--- src/rtl/hdlc_fmt_pkg.sv ---
package hdlc_fmt_pkg;

  typedef enum logic [2:0] {
    ST_IDLE,
    ST_RUN,
    ST_CHK0,
    ST_CHK1,
    ST_STAT
  } fmt_state_e;

  localparam int unsigned BYTE_W    = 8;
  localparam int unsigned CRC_W     = 16;
  localparam int unsigned SB_VALID  = 7;
  localparam int unsigned SB_CRCOK  = 5;
  localparam int unsigned SB_ABORT  = 4;
  localparam int unsigned SB_SHORT  = 0;

  localparam logic [CRC_W-1:0] CRC_PRESET  = 16'hFFFF;
  localparam logic [CRC_W-1:0] CRC_RESIDUE = 16'hF0B8;
  localparam logic [CRC_W-1:0] CRC_POLY_R  = 16'h8408;

  function automatic logic [CRC_W-1:0] crc_step(input logic [CRC_W-1:0] c,
                                                input logic [BYTE_W-1:0] b);
    logic [CRC_W-1:0] r;
    r = c;
    for (int i = 0; i < BYTE_W; i++) begin
      if (r[0] ^ b[i]) r = (r >> 1) ^ CRC_POLY_R;
      else             r = r >> 1;
    end
    return r;
  endfunction

endpackage

--- src/rtl/hdlc_fmt_crc.sv ---
module hdlc_fmt_crc
  import hdlc_fmt_pkg::*;
(
  input  logic              clk,
  input  logic              rst_n,
  input  logic              en,
  input  logic              restart,
  input  logic [BYTE_W-1:0] data,
  output logic [CRC_W-1:0]  crc_q
);

  logic [CRC_W-1:0] crc_d;

  always_comb begin
    crc_d = crc_q;
    if (en) crc_d = crc_step(restart ? CRC_PRESET : crc_q, data);
  end

  always_ff @(posedge clk or negedge rst_n) begin
    if (!rst_n) crc_q <= CRC_PRESET;
    else        crc_q <= crc_d;
  end


  crc_hold_chk: assert property (@(posedge clk) disable iff (!rst_n)
    !en |=> $stable(crc_q));

endmodule

--- src/rtl/hdlc_fmt_hold.sv ---
module hdlc_fmt_hold
  import hdlc_fmt_pkg::*;
(
  input  logic              clk,
  input  logic              rst_n,
  input  logic              en,
  input  logic              first,
  input  logic [BYTE_W-1:0] data,
  output logic [BYTE_W-1:0] old_q,
  output logic [BYTE_W-1:0] new_q,
  output logic [1:0]        fill_q,
  output logic              pop
);

  logic [BYTE_W-1:0] old_d, new_d;
  logic [1:0]        fill_d;

  assign pop = en && !first && (fill_q == 2'd2);

  always_comb begin
    old_d  = old_q;
    new_d  = new_q;
    fill_d = fill_q;
    if (en) begin
      new_d  = data;
      old_d  = new_q;
      if (first)               fill_d = 2'd1;
      else if (fill_q != 2'd2) fill_d = fill_q + 2'd1;
    end
  end

  always_ff @(posedge clk or negedge rst_n) begin
    if (!rst_n) begin
      old_q  <= '0;
      new_q  <= '0;
      fill_q <= '0;
    end else begin
      old_q  <= old_d;
      new_q  <= new_d;
      fill_q <= fill_d;
    end
  end


  fill_range_chk: assert property (@(posedge clk) disable iff (!rst_n)
    fill_q != 2'd3);


  fill_restart_chk: assert property (@(posedge clk) disable iff (!rst_n)
    (en && first) |=> (fill_q == 2'd1));


  shift_order_chk: assert property (@(posedge clk) disable iff (!rst_n)
    en |=> (old_q == $past(new_q)));

endmodule

--- src/rtl/hdlc_fmt_ctrl.sv ---
module hdlc_fmt_ctrl
  import hdlc_fmt_pkg::*;
#(
  parameter int unsigned CNT_W = 12
)(
  input  logic              clk,
  input  logic              rst_n,
  input  logic              rx_valid,
  input  logic              rx_first,
  input  logic              rx_final,
  input  logic              rx_abort,
  input  logic              cfg_addr_keep,
  input  logic              cfg_addr_two,
  input  logic              cfg_crc_keep,
  input  logic              pop,
  input  logic [BYTE_W-1:0] old_b,
  input  logic [BYTE_W-1:0] new_b,
  input  logic [1:0]        fill,
  input  logic [CRC_W-1:0]  crc,
  output logic              take,
  output logic              wr_valid,
  output logic [BYTE_W-1:0] wr_data,
  output logic              wr_last
);

  localparam logic [CNT_W-1:0] CNT_MAX = '1;

  fmt_state_e        state_q, state_d;
  logic [CNT_W-1:0]  len_q, len_d;
  logic              abt_q, abt_d;
  logic              wv_d, wl_d;
  logic [BYTE_W-1:0] wd_d;
  logic [CNT_W-1:0]  addr_len, min_len;
  logic              in_frame, abort_take, is_addr, too_short;
  logic [BYTE_W-1:0] status;

  assign in_frame   = (state_q == ST_RUN);
  assign abort_take = rx_abort && in_frame;
  assign take       = rx_valid && !rx_abort &&
                      (rx_first ? (state_q == ST_IDLE || in_frame) : in_frame);

  assign addr_len  = cfg_addr_two ? CNT_W'(2) : CNT_W'(1);
  assign min_len   = addr_len + CNT_W'(2);
  assign is_addr   = (len_q < min_len);
  assign too_short = (len_q < min_len);

  always_comb begin
    status = '0;
    status[SB_VALID] = !abt_q && !too_short;
    status[SB_CRCOK] = !abt_q && (crc == CRC_RESIDUE);
    status[SB_ABORT] = abt_q;
    status[SB_SHORT] = !abt_q && too_short;
  end

  always_comb begin
    state_d = state_q;
    len_d   = len_q;
    abt_d   = abt_q;
    if (take) begin
      if (rx_first)            len_d = CNT_W'(1);
      else if (len_q != CNT_MAX) len_d = len_q + CNT_W'(1);
    end
    case (state_q)
      ST_IDLE: if (take) state_d = rx_final ? ST_CHK0 : ST_RUN;
      ST_RUN: begin
        if (abort_take) begin
          state_d = ST_STAT;
          abt_d   = 1'b1;
        end else if (take && rx_final) begin
          state_d = ST_CHK0;
        end
      end
      ST_CHK0: state_d = ST_CHK1;
      ST_CHK1: state_d = ST_STAT;
      ST_STAT: begin
        state_d = ST_IDLE;
        abt_d   = 1'b0;
      end
      default: state_d = ST_IDLE;
    endcase
  end

  always_comb begin
    wv_d = 1'b0;
    wd_d = old_b;
    wl_d = 1'b0;
    case (state_q)
      ST_IDLE, ST_RUN: if (pop && (!is_addr || cfg_addr_keep)) wv_d = 1'b1;
      ST_CHK0: if (cfg_crc_keep && fill == 2'd2) wv_d = 1'b1;
      ST_CHK1: begin
        wd_d = new_b;
        if (cfg_crc_keep && fill != 2'd0) wv_d = 1'b1;
      end
      ST_STAT: begin
        wv_d = 1'b1;
        wd_d = status;
        wl_d = 1'b1;
      end
      default: wv_d = 1'b0;
    endcase
  end

  always_ff @(posedge clk or negedge rst_n) begin
    if (!rst_n) begin
      state_q  <= ST_IDLE;
      len_q    <= '0;
      abt_q    <= 1'b0;
      wr_valid <= 1'b0;
      wr_data  <= '0;
      wr_last  <= 1'b0;
    end else begin
      state_q  <= state_d;
      len_q    <= len_d;
      abt_q    <= abt_d;
      wr_valid <= wv_d;
      wr_data  <= wd_d;
      wr_last  <= wl_d;
    end
  end


  stat_last_chk: assert property (@(posedge clk) disable iff (!rst_n)
    (state_q == ST_STAT) |=> (wr_valid && wr_last));


  abort_status_chk: assert property (@(posedge clk) disable iff (!rst_n)
    abort_take |=> ##1 (wr_valid && wr_last && wr_data == 8'h10));


  crc_drop_chk: assert property (@(posedge clk) disable iff (!rst_n)
    ((state_q == ST_CHK0 || state_q == ST_CHK1) && !cfg_crc_keep) |=> !wr_valid);


  idle_quiet_chk: assert property (@(posedge clk) disable iff (!rst_n)
    (state_q == ST_IDLE && !take) |=> !wr_valid);


  short_flag_chk: assert property (@(posedge clk) disable iff (!rst_n)
    (wr_valid && wr_last && wr_data[SB_SHORT]) |-> !wr_data[SB_VALID]);

endmodule

--- src/rtl/hdlc_rx_formatter.sv ---
module hdlc_rx_formatter
  import hdlc_fmt_pkg::*;
#(
  parameter int unsigned CNT_W = 12
)(
  input  logic       clk,
  input  logic       rst_n,
  input  logic       rx_valid,
  input  logic [7:0] rx_byte,
  input  logic       rx_first,
  input  logic       rx_final,
  input  logic       rx_abort,
  input  logic       cfg_addr_keep,
  input  logic       cfg_addr_two,
  input  logic       cfg_crc_keep,
  output logic       wr_valid,
  output logic [7:0] wr_data,
  output logic       wr_last
);

  logic              rst_meta, rst_sync_n;
  logic              take, pop;
  logic [BYTE_W-1:0] old_b, new_b;
  logic [1:0]        fill;
  logic [CRC_W-1:0]  crc;

  always_ff @(posedge clk or negedge rst_n) begin
    if (!rst_n) begin
      rst_meta   <= 1'b0;
      rst_sync_n <= 1'b0;
    end else begin
      rst_meta   <= 1'b1;
      rst_sync_n <= rst_meta;
    end
  end

  hdlc_fmt_crc u_crc (
    .clk     (clk),
    .rst_n   (rst_sync_n),
    .en      (take),
    .restart (rx_first),
    .data    (rx_byte),
    .crc_q   (crc)
  );

  hdlc_fmt_hold u_hold (
    .clk    (clk),
    .rst_n  (rst_sync_n),
    .en     (take),
    .first  (rx_first),
    .data   (rx_byte),
    .old_q  (old_b),
    .new_q  (new_b),
    .fill_q (fill),
    .pop    (pop)
  );

  hdlc_fmt_ctrl #(.CNT_W(CNT_W)) u_ctrl (
    .clk           (clk),
    .rst_n         (rst_sync_n),
    .rx_valid      (rx_valid),
    .rx_first      (rx_first),
    .rx_final      (rx_final),
    .rx_abort      (rx_abort),
    .cfg_addr_keep (cfg_addr_keep),
    .cfg_addr_two  (cfg_addr_two),
    .cfg_crc_keep  (cfg_crc_keep),
    .pop           (pop),
    .old_b         (old_b),
    .new_b         (new_b),
    .fill          (fill),
    .crc           (crc),
    .take          (take),
    .wr_valid      (wr_valid),
    .wr_data       (wr_data),
    .wr_last       (wr_last)
  );

endmodule

--- config.mk ---
export PLATFORM = sky130hd
export DESIGN_NAME = hdlc_rx_formatter
export DESIGN_NICKNAME = d
export VERILOG_FILES = /design/src/rtl/hdlc_fmt_pkg.sv /design/src/rtl/hdlc_fmt_crc.sv /design/src/rtl/hdlc_fmt_hold.sv /design/src/rtl/hdlc_fmt_ctrl.sv /design/src/rtl/hdlc_rx_formatter.sv
export SDC_FILE = /design/constraint.sdc
export NUM_CORES = 1
export LEC_CHECK = 0
export ABC_AREA = 1
export ABC_CLOCK_PERIOD_IN_PS = 4270
export BUFFER_PORTS_ARGS = -buffer_cell sky130_fd_sc_hd__buf_2
export CELL_PAD_IN_SITES_DETAIL_PLACEMENT = 0
export CELL_PAD_IN_SITES_GLOBAL_PLACEMENT = 1
export CORE_MARGIN = 5
export CORE_UTILIZATION = 40
export CTS_CLUSTER_DIAMETER = 100
export DETAILED_ROUTE_END_ITERATION = 10
export PLACE_DENSITY = 0.79
export SYNTH_ARGS = -nofsm -noshare
export SYNTH_HDL_FRONTEND = slang
export SYNTH_SLANG_ARGS = --single-unit
--- constraint.sdc ---
create_clock -name clk -period 4.27 [get_ports clk]
set_input_delay 0.854 -clock clk [delete_from_list [all_inputs] [get_ports clk]]
set_output_delay 0.854 -clock clk [all_outputs]
set_load 0.05 [all_outputs]
==> impl_results.md, run 1 <==
* Status: finished clean
* Worst Setup Slack, final at 1610 ps
* Layout Nets at 485
* Synth top area cells: dfrtp_1, nand2_1, dfstp_2
* FF/Latch Area at around 1600 um^2
* Sequential share of the synthesized area at between 40% and 50%
* FF-to-FF path depth at 8
* Initial antenna violation count at 0
* Clk sink count at 62
* CP arrival at 2940 ps
* Routed len/inst at ~13 um
* Number of cells upsized or downsized after cts at 0
* CP endpoint: u_ctrl.len_q[6]$_DFFE_PN0P_
* Post-CTS Setup Bufs at 0
* Total GRT Usage at about 15%
* Pin count of the biggest net entering global routing at 61
* Vias/cell at 4.81
* Hold buffers post-CTS at 0
* Final setup fails at 0
* Min cycle time layout at 2660 ps
* Hold Fails Final Rpt at 0
* # IOs at 27
* Total congestion overflow at 0
* DRC at 0
* Core Rows at 33
* Pins Over Slew Limit at 0
* Fraction of layout cells with a size suffix above 1 at 15.4%
* MaxCap Viol Count at 0
* Crit path launch: rx_first
* DP HPWL at 5000 um
* RSZ-0062 raised after global routing: false
* Gate Count Post-Synth at between 400 and 500
* Multi-input gate area at 1470 um^2
* # port buffers at 26
* Clock skew at approximately 5.3 ps
* TritonCTS clock tree: yes
* Critical path startpoint category: input pin
* Number of antenna repair diodes at 0
* Design area at 3680 um^2
* Placer Congestion at slightly below 0.8
* TritonCTS Buffers at 9
* Setup CP Type: in -> reg
* Worst R2R Start: u_ctrl.len_q[0]$_DFFE_PN0P_
* CTS clk-pin slew, worst paths at 70 ps
* Largest area contributor in the netlist: dfrtp_1
* CP Capture Type: flop
* Netlist cell types at 31
* LEAKAGE at 1.86 nW
* Area grow syn2layout at 10.4%
* CTS Root Cell: clkbuf_8
* Worst-Margin Slew at 781 ps
* Share of the synthesized area in the top cell type at 34.6%
* Fmax achieved at 0.375 GHz
* Cell count after placement at 558
* 1st-iter DRT viols at 112
* Initial DRT Pass Iterations at 4
* Final core utilization at 45.0%
* Final hold slack at 287 ps
* Tot Pwr at between 2 and 2.5 mW
* Worst reg2reg path endpoint: u_ctrl.len_q[7]$_DFFE_PN0P_
* Syn nets at 460
* Worst VDD drop at roughly 0.28 mV
* Total core area at 8180 um^2
* Via count at ~2.8k
* Bufs on Longest Clock Path at 2
* Cell Area, Synth at 3330 um^2
* FF+latch count, synth at slightly above 60
* H-tree depth at 3
* Worst Path Max Fanout at 29
* Post-Place Worst Slack at 1200 ps
* R2R Setup Slk at between 2000 and 2500 ps
* Vias in the first global route at 2,625
* Critical Path RT at 4550 ps
* Power density cells at 611 nW/um^2
* Mapped Avg Cell Area at 7.58 um^2
* Die X at approximately 100 um
* Post-route ant nets at 0
* Overall routed net length at 7270 um
* Post-Layout Cell Count at 574
* Worst-skew pair later-pin latency at approximately 340 ps
* Synthesis Warnings at 0
* Starting density of the core at between 40% and 50%
* Setup TNS at 0 ps
* Die Area at 10,200 um^2
* Slew headroom at 47.9%
* Fill count at 843
* First-pass GRT wire length at approximately 12,000 um
* DP Area at 3510 um^2
* Die Height at 101 um
* Final worst path period share at 62.4%
* Worst hold path type: in -> async
worst min-delay path by stage:
stage                                       to               start  slack [ps]
final                     rst_sync_n$_DFF_PN0_               rst_n         290
after global placement    rst_sync_n$_DFF_PN0_  rst_meta$_DFF_PN0_         340
after floorplan           rst_sync_n$_DFF_PN0_  rst_meta$_DFF_PN0_         330
after detailed placement  rst_sync_n$_DFF_PN0_  rst_meta$_DFF_PN0_         350
after CTS                 rst_sync_n$_DFF_PN0_               rst_n         260
after global routing        rst_meta$_DFF_PN0_               rst_n         250
power breakdown:
group	switching [mW]	internal [mW]	total, mW
clock network	0.224	0.224	0.447
logic	0.539	0.250	0.790
registers	0.150	0.859	1.01
layout make-up:
type / count / share of cell area (%)
flip-flops and latches: 62 / 42.8
multi-input cells: 311 / 39.9
inverters: 53 / 5.41
clock buffers: 12 / 3.95
repair buffers: 27 / 3.74
well taps: 105 / 3.57
clock inverters: 4 / 0.613
sequential cells by signal, summed over array words and instances, names as in the netlist:
name / cells
u_crc.crc_q: 16
u_hold.fill_q: 2
rst_meta: 1
u_ctrl.abt_q: 1
u_hold.old_q: 8
u_ctrl.state_q: 3
u_ctrl.wr_data: 8
u_ctrl.wr_valid: 1
u_ctrl.wr_last: 1
u_ctrl.len_q: 12
u_hold.new_q: 8
rst_sync_n: 1
placed cells by master (no fill, tap or decap), types with 4 or more instances in the layout:
cell        n
dfrtp_1    45
nand2_1   145
o21ai_0    22
dfstp_2    16
o21ai_2     8
o21ai_1    18
nand4_1    10
clkbuf_8   10
xor2_1      5
nand3_1    32
inv_1      51
nor2_1     44
buf_2      26
ha_1        4
worst max-delay path, cell delays in order:
cell and delay (ps):
buf_2 430, inv_1 350, nand2_1 170, nand2_2 100
nor2_8 330, nand2_2 370, inv_1 200, nand2_1 70
nand2_1 60
metal layers:
layer	wire [um]	GRT usage (%)	up-vias
met5	0	0	-
met4	97	4.81	0
met3	221	4.68	8
met2	3480	24.5	31
met1	3470	19.4	1276
li1	-	-	1444
synth_stat cells (all sizes together):
master  instances
dfrtp          46
a31oi           1
xnor2           3
ha              4
nand3b          2
nand3          32
xor2            5
nand2         147
conb            1
o21ai          48
o221ai          1
nor4            2
inv            53
buf            12
nor3            4
a21oi           2
a41oi           1
dfstp          16
clkbuf          1
o211ai          2
nand4          10
nor2           45
nor3b           1
cell families after synthesis:
group                    Yosys count  synth area share [%]
flip-flops                        62                  47.2
buffers and inverters             66                  8.72
AND/OR/NAND/NOR                  243                  30.8
adder cells (fa/ha/maj)            4                  1.50
other                              1                 0.113
AO/OA/AOI/OAI                     55                  9.58
XOR/XNOR                           8                  2.10
(Power assumes the default switching activity.)
==> inputs of run 2 (changes only) <==
--- a/config.mk
+++ b/config.mk
@@ -5,8 +5,8 @@
 export SDC_FILE = /design/constraint.sdc
 export NUM_CORES = 1
 export LEC_CHECK = 0
-export ABC_AREA = 1
-export ABC_CLOCK_PERIOD_IN_PS = 4270
+export ABC_AREA = 0
+export ABC_CLOCK_PERIOD_IN_PS = 2530
 export BUFFER_PORTS_ARGS = -buffer_cell sky130_fd_sc_hd__buf_2
 export CELL_PAD_IN_SITES_DETAIL_PLACEMENT = 0
 export CELL_PAD_IN_SITES_GLOBAL_PLACEMENT = 1
@@ -14,7 +14,7 @@
 export CORE_UTILIZATION = 40
 export CTS_CLUSTER_DIAMETER = 100
 export DETAILED_ROUTE_END_ITERATION = 10
-export PLACE_DENSITY = 0.79
+export PLACE_DENSITY = 0.76
 export SYNTH_ARGS = -nofsm -noshare
 export SYNTH_HDL_FRONTEND = slang
 export SYNTH_SLANG_ARGS = --single-unit
==> constraint.sdc (replaced) <==
create_clock -name clk -period 2.53 [get_ports clk]
set_input_delay 0.506 -clock clk [delete_from_list [all_inputs] [get_ports clk]]
set_output_delay 0.506 -clock clk [all_outputs]
set_load 0.05 [all_outputs]
==> impl_results.md, run 2 <==
* Via count at 2,384
* Vias in the first global route at 2,341
* Regs by FF count: u_crc.crc_q: 16 flops, u_ctrl.len_q: 12 flops
* Initial antenna violation count at 0
* Top reg by flops: u_crc.crc_q
* GR peak layer: met2
* Commonest non-fill, non-tap cell in the layout: nand2_1
* Area grow syn2layout at 14.6%
* Final setup fails at 0
* Setup TNS at 0 ps
* Post-synthesis xor/xnor area fraction at 9.81%
* Worst-skew pair later-pin latency at 340 ps
* Pint at 2.67 mW
* Mux cell area share after synthesis at 0.628%
* Share of the synthesized area in the top cell type at 36.1%
* Layout Nets at between 300 and 400
* Pins Over Slew Limit at 0
* LEAKAGE at 1.66 nW
* Adder-cell share of the synthesized area at between 1.5 and 2%
* TritonCTS Buffers at 9
* Synth top area cells: dfrtp_1, dfstp_2, nand2_1
* Largest family of logic cells by synthesized area: simple AND/OR/NAND/NOR gates
* Post-Layout Cell Count at 470
* Worst hold path type: reg -> async
* Crit-path slowest cell: dfrtp_1
* Critical Path, Cell by Cell: ha_1, nand3_1, nor2_1, a31o_4, and2_0, a311o_1
* Final worst path period share at 71.2%
* Fill count at about 750
* Placer Congestion at ~0.75
* Status: finished clean
* Critical path startpoint category: flop
* Worst Path Max Fanout at 15
* Total GRT Usage at approximately 15%
* # port buffers at 26
* 1st-iter DRT viols at 136
* Sw Pwr at 1.59 mW
* Power density cells at between 1000 and 1500 nW/um^2
* M1 GR Usage at between 20% and 30%
* Hold Fails Final Rpt at 0
* Routed len/inst at 14.3 um
* Fmax achieved at 0.555 GHz
* Cell count after placement at ~450
* CTS clk-pin slew, worst paths at approximately 70 ps
* Cell Area, Synth at 3190 um^2
* GRT met2 Usage at between 20% and 30%
* Met3 Resource Use GR at 4.56%
* Netlist cell types at 52
* Initial DRT Pass Iterations at 4
* Syn nets at 355
* Simple-gate share of the synthesized area at 22.0%
* R2R Setup Slk at 730 ps
* Bufs on Longest Clock Path at 2
* Number of antenna repair diodes at 0
* TritonCTS clock tree: yes
* CP Capture Type: flop
* Worst path bufs/invs at 0
* Setup CP Type: reg -> reg
* Starting density of the core at 41.3%
* Critical Path RT at 2750 ps
* DP HPWL at 4580 um
* Mapped Avg Cell Area at 9.55 um^2
* RSZ-0062 raised after global routing: false
* Number of synthesized flops with an enable pin at 0
* CTS Root Cell: clkbuf_8
* Crit-path max cell delay at 410 ps
* Clock network power share at 23.0%
* Worst VDD drop at 0.449 mV
* Overall routed net length at 6730 um
* Synth Area in Compound Gates at 13.2%
* Predominant post-synthesis flop cell: dfrtp_1
* Most frequent cells in the layout: nand2_1, dfrtp_1, xnor2_1, buf_2, nor2_1
* Clk sink count at 62
* Synth async-reset ratio at 100%
* Sequential share of the synthesized area at 49.3%
* Top post-synthesis cells by count: nand2_1, dfrtp_1, xnor2_1
* Switching part of the total power at roughly 37%
* Post-route ant nets at 0
* H-tree depth at 3
* Clock skew at 6.86 ps
* Sequential power share at ~43%
* Final core utilization at 47.3%
* Fraction of layout cells with a size suffix above 1 at 20.4%
* Gate Count Post-Synth at 334
* Total core area at 7730 um^2
* Die X at 99.3 um
* Pin count of the biggest net entering global routing at 48
* Die Area at 9860 um^2
* Core Rows at 32
* # IOs at 27
* Combinational power share at approximately 34%
* FF+latch count, synth at 62
* Die Height at approximately 100 um
* Vias/cell at 5.07
* MaxCap Viol Count at 0
* Count leader, synth: nand2_1
* Largest area contributor in the netlist: dfrtp_1
* Largest register FFs at 16
* CP arrival at about 2000 ps
* First-pass GRT wire length at 11,500 um
* Total congestion overflow at 0
* Min cycle time layout at about 1800 ps
* Synthesis Warnings at 0
* DRC at 0
* Delay-heaviest family, CP: compound AO/OA/AOI/OAI gates
[run 2: cells by family after synthesis]
kind of cell,Yosys count
adder cells (fa/ha/maj),4
AND/OR/NAND/NOR,151
flip-flops,62
buffers and inverters,24
other,1
multiplexers,2
XOR/XNOR,34
AO/OA/AOI/OAI,56
[run 2: per-stage QoR]
step	hold WS, ps	power (mW)	cell area (um^2)	setup WS [ps]
after floorplan	210	2.97	3190	704
after global placement	117	3.28	3420	564
after detailed placement	122	3.32	3420	527
after CTS	126	4.32	3650	728
after global routing	139	4.59	3650	504
final	124	4.27	3650	729
[run 2: worst paths after layout]
check	from	end	depth (start not counted)
worst min register to register	rst_sync_n$_DFF_PN0_	u_hold.new_q[6]$_DFFE_PN0P_	0
worst min-delay path	rst_sync_n$_DFF_PN0_	u_hold.new_q[6]$_DFFE_PN0P_	0
min in group clk	rst_meta$_DFF_PN0_	rst_sync_n$_DFF_PN0_	0
worst max register to register	u_ctrl.len_q[0]$_DFFE_PN0P_	u_ctrl.len_q[7]$_DFFE_PN0P_	6
max in group asynchronous	rst_sync_n$_DFF_PN0_	u_crc.crc_q[0]$_DFFE_PN1P_	1
worst max-delay path	u_ctrl.len_q[0]$_DFFE_PN0P_	u_ctrl.len_q[7]$_DFFE_PN0P_	6
[run 2: metal layers]
metal	wire [um]	up-vias	part of all wire (%)
li1	-	1196	-
met1	3370	1146	50
met2	3030	35	45
met3	262	7	3.9
met4	60	0	0.89
met5	0	-	0
[run 2: area by class of cell]
class                      instances  area (um^2)  area share, %
inverter                           9         33.8          0.925
sequential                        62         1570           43.0
multi-input combinational        248         1510           41.3
tap                              102          128           3.49
timing repair buffer              33          185           5.07
clock buffer                      12          155           4.25
clock inverter                     4         70.1           1.92
[run 2: power groups by stage]
stage,sequential (mW),combinational (mW),clock [mW]
finish,1.84,1.44,0.981
CTS,1.85,1.46,1.01
floorplan,1.97,1.00,0
detailed placement,1.86,1.45,0
global placement,1.85,1.43,0
global route,1.91,1.62,1.05
[run 2: timing repair]
item                      in CTS  in global routing
buffers inserted               0                  0
hold buffers                   1                  0
hold endpoints to repair       2                  0
gates resized for setup        0                  0
==> inputs of run 3 (changes only) <==
--- a/config.mk
+++ b/config.mk
@@ -5,8 +5,8 @@
 export SDC_FILE = /design/constraint.sdc
 export NUM_CORES = 1
 export LEC_CHECK = 0
-export ABC_AREA = 0
-export ABC_CLOCK_PERIOD_IN_PS = 2530
+export ABC_AREA = 1
+export ABC_CLOCK_PERIOD_IN_PS = 1800
 export BUFFER_PORTS_ARGS = -buffer_cell sky130_fd_sc_hd__buf_2
 export CELL_PAD_IN_SITES_DETAIL_PLACEMENT = 0
 export CELL_PAD_IN_SITES_GLOBAL_PLACEMENT = 1
@@ -14,7 +14,7 @@
 export CORE_UTILIZATION = 40
 export CTS_CLUSTER_DIAMETER = 100
 export DETAILED_ROUTE_END_ITERATION = 10
-export PLACE_DENSITY = 0.76
+export PLACE_DENSITY = 0.79
 export SYNTH_ARGS = -nofsm -noshare
 export SYNTH_HDL_FRONTEND = slang
 export SYNTH_SLANG_ARGS = --single-unit
==> constraint.sdc (replaced) <==
create_clock -name clk -period 1.8 [get_ports clk]
set_input_delay 0.36 -clock clk [delete_from_list [all_inputs] [get_ports clk]]
set_output_delay 0.36 -clock clk [all_outputs]
set_load 0.05 [all_outputs]
==> impl_results.md, run 3 (synthesized netlist as in run 1, its figures left out) <==
* Commonest non-fill, non-tap cell in the layout: nand2_1
* Pin count of the biggest net entering global routing at 61
* FF/Latch Area at 1570 um^2
* # IOs at 27
* Final hold slack at around 270 ps
* Hold_sp: rx_byte[3]
* Critical path startpoint category: flop
* Slew headroom at 57.8%
* MaxCap Viol Count at 0
* CP Capture Type: flop
* Pint at between 3 and 4 mW
* Fmax achieved at 0.606 GHz
* Multi-input gate area at between 1000 and 1500 um^2
* CTS Root Cell: clkbuf_8
* Critical Path RT at roughly 2100 ps
* Hold path depth at 3
* Worst-Margin Slew at 632 ps
* Post-CTS Setup Bufs at 0
* First-pass GRT wire length at 12,400 um
* Initial antenna violation count at 0
* DP HPWL at 5190 um
* Fraction of layout cells with a size suffix above 1 at about 17%
* Setup TNS at 0 ps
* Worst Path Max Fanout at 7
* Clock network power share at 22.9%
* Core Rows at 33
* Worst R2R Start: u_ctrl.len_q[0]$_DFFE_PN0P_
* Clock skew at 12.1 ps
* Number of antenna repair diodes at 0
* Total core area at 8180 um^2
* Final setup fails at 0
* Sequential power share at 42.8%
* H-tree depth at 3
* Status: finished clean
* Placer Congestion at 0.804
* Total GRT Usage at 15.2%
* LEAKAGE at around 1.9 nW
* Most frequent cells in the layout: nand2_1, inv_1, dfrtp_1
* Final worst path period share at 91.6%
* FF-to-FF path depth at 8
* Largest register FFs at 16
* Hold Fails Final Rpt at 0
* Top reg by flops: u_crc.crc_q
* Worst VDD drop at 0.551 mV
* # port buffers at 26
* Switching part of the total power at 38.8%
* CTS clk-pin slew, worst paths at 60 ps
* Sw Pwr at 2.17 mW
* Worst-skew pair later-pin latency at between 300 and 400 ps
* Die Height at 101 um
* Via count at roughly 2.8k
* Vias/cell at 4.76
* Min cycle time layout at 1650 ps
* Bufs on Longest Clock Path at 2
* Overall routed net length at slightly above 7000 um
* Die Area at 10,200 um^2
* Setup CP Type: reg -> reg
* Pins Over Slew Limit at 0
* Vias in the first global route at 2,534
* Initial DRT Pass Iterations at 4
* Combinational power share at 34.3%
* Area grow syn2layout at 14.3%
* 1st-iter DRT viols at ~120
* TritonCTS clock tree: yes
* Hold-critical path endpoint: u_hold.new_q[3]$_DFFE_PN0P_
* RSZ-0062 raised after global routing: false
* Clk sink count at 62
* Routed len/inst at roughly 12 um
* Layout Nets at 492
* DRC at 0
* Power density cells at 1470 nW/um^2
* R2R Setup Slk at 150 ps
* CP arrival at about 1900 ps
* Worst reg2reg path endpoint: u_ctrl.len_q[2]$_DFFE_PN0P_
* Worst hold path type: in -> reg
* Total congestion overflow at 0
* Die X at 101 um
* Post-route ant nets at 0
* Regs by FF count: u_crc.crc_q: 16 flops, u_ctrl.len_q: 12 flops
* Starting density of the core at 40.7%
* TritonCTS Buffers at 9
* Fill count at 834
[run 3: cell count changes in the layout (fill, tap and decap cells not counted), moves of 17 or more]
cell	delta
o21ai_1	+17
nand2_1	+59
inv_1	+42
nor2_1	+24
nand3_1	+25
xnor2_1	-23
[run 3: worst max-delay path, cell delays in order (launching register included)]
cell,delay [ps]
dfrtp_1,410
ha_2,250
nand3_1,140
nor3_2,170
nand3b_1,140
nand2_2,160
buf_4,190
nand2_1,70
o21ai_2,60
[run 3: power groups by stage]
stage / combinational [mW] / sequential, mW / clock (mW)
finish: 1.91 / 2.39 / 1.28
global route: 2.21 / 2.46 / 1.37
CTS: 1.94 / 2.39 / 1.32
detailed placement: 1.93 / 2.41 / 0
global placement: 1.90 / 2.41 / 0
floorplan: 1.19 / 2.67 / 0
[run 3: cell type report]
| class | instances | share of cell area, % |
|---|---|---|
| sequential | 62 | 41.3 |
| clock buffer | 13 | 4.44 |
| tap | 105 | 3.45 |
| timing repair buffer | 34 | 5.82 |
| multi-input combinational | 311 | 38.6 |
| clock inverter | 3 | 1.12 |
| inverter | 53 | 5.23 |
[run 3: worst max-delay path by stage]
stage / start / end / cells after the start
global route: u_ctrl.state_q[1]$_DFFE_PN0P_ / u_hold.old_q[2]$_DFFE_PN0P_ / 8
finish: u_ctrl.len_q[0]$_DFFE_PN0P_ / u_ctrl.len_q[2]$_DFFE_PN0P_ / 8
global placement: u_ctrl.len_q[0]$_DFFE_PN0P_ / u_ctrl.len_q[11]$_DFFE_PN0P_ / 7
CTS: u_ctrl.len_q[0]$_DFFE_PN0P_ / u_ctrl.len_q[11]$_DFFE_PN0P_ / 7
detailed placement: u_ctrl.len_q[0]$_DFFE_PN0P_ / u_ctrl.len_q[11]$_DFFE_PN0P_ / 7
floorplan: u_ctrl.len_q[0]$_DFFE_PN0P_ / u_ctrl.len_q[10]$_DFFE_PN0P_ / 8
[run 3: metal layers]
metal | vias up | share of wire [%] | GRT usage, %
met4 | 0 | 0.40 | 3.68
met2 | 38 | 47 | 24.0
met1 | 1270 | 48 | 20.9
li1 | 1458 | - | -
met5 | - | 0 | 0
met3 | 2 | 4.0 | 3.79
[run 3: repair_timing]
action	CTS	global route
hold buffers	1	0
setup endpoints to repair	0	5
hold endpoints to repair	2	0
gates resized for setup	0	2
[run 3: metrics by stage]
step | cells | setup WS (ps) | power [mW] | util (%) | instance area (um^2)
floorplan | 439 | 394 | 3.86 | - | 3330
global placement | 564 | 121 | 4.30 | 43.8 | 3580
detailed placement | 564 | 93.7 | 4.35 | 43.8 | 3580
CTS | 581 | 84.5 | 5.65 | 46.5 | 3800
global route | 581 | 2.77 | 6.04 | 46.6 | 3810
finish | 581 | 150 | 5.58 | 46.6 | 3810
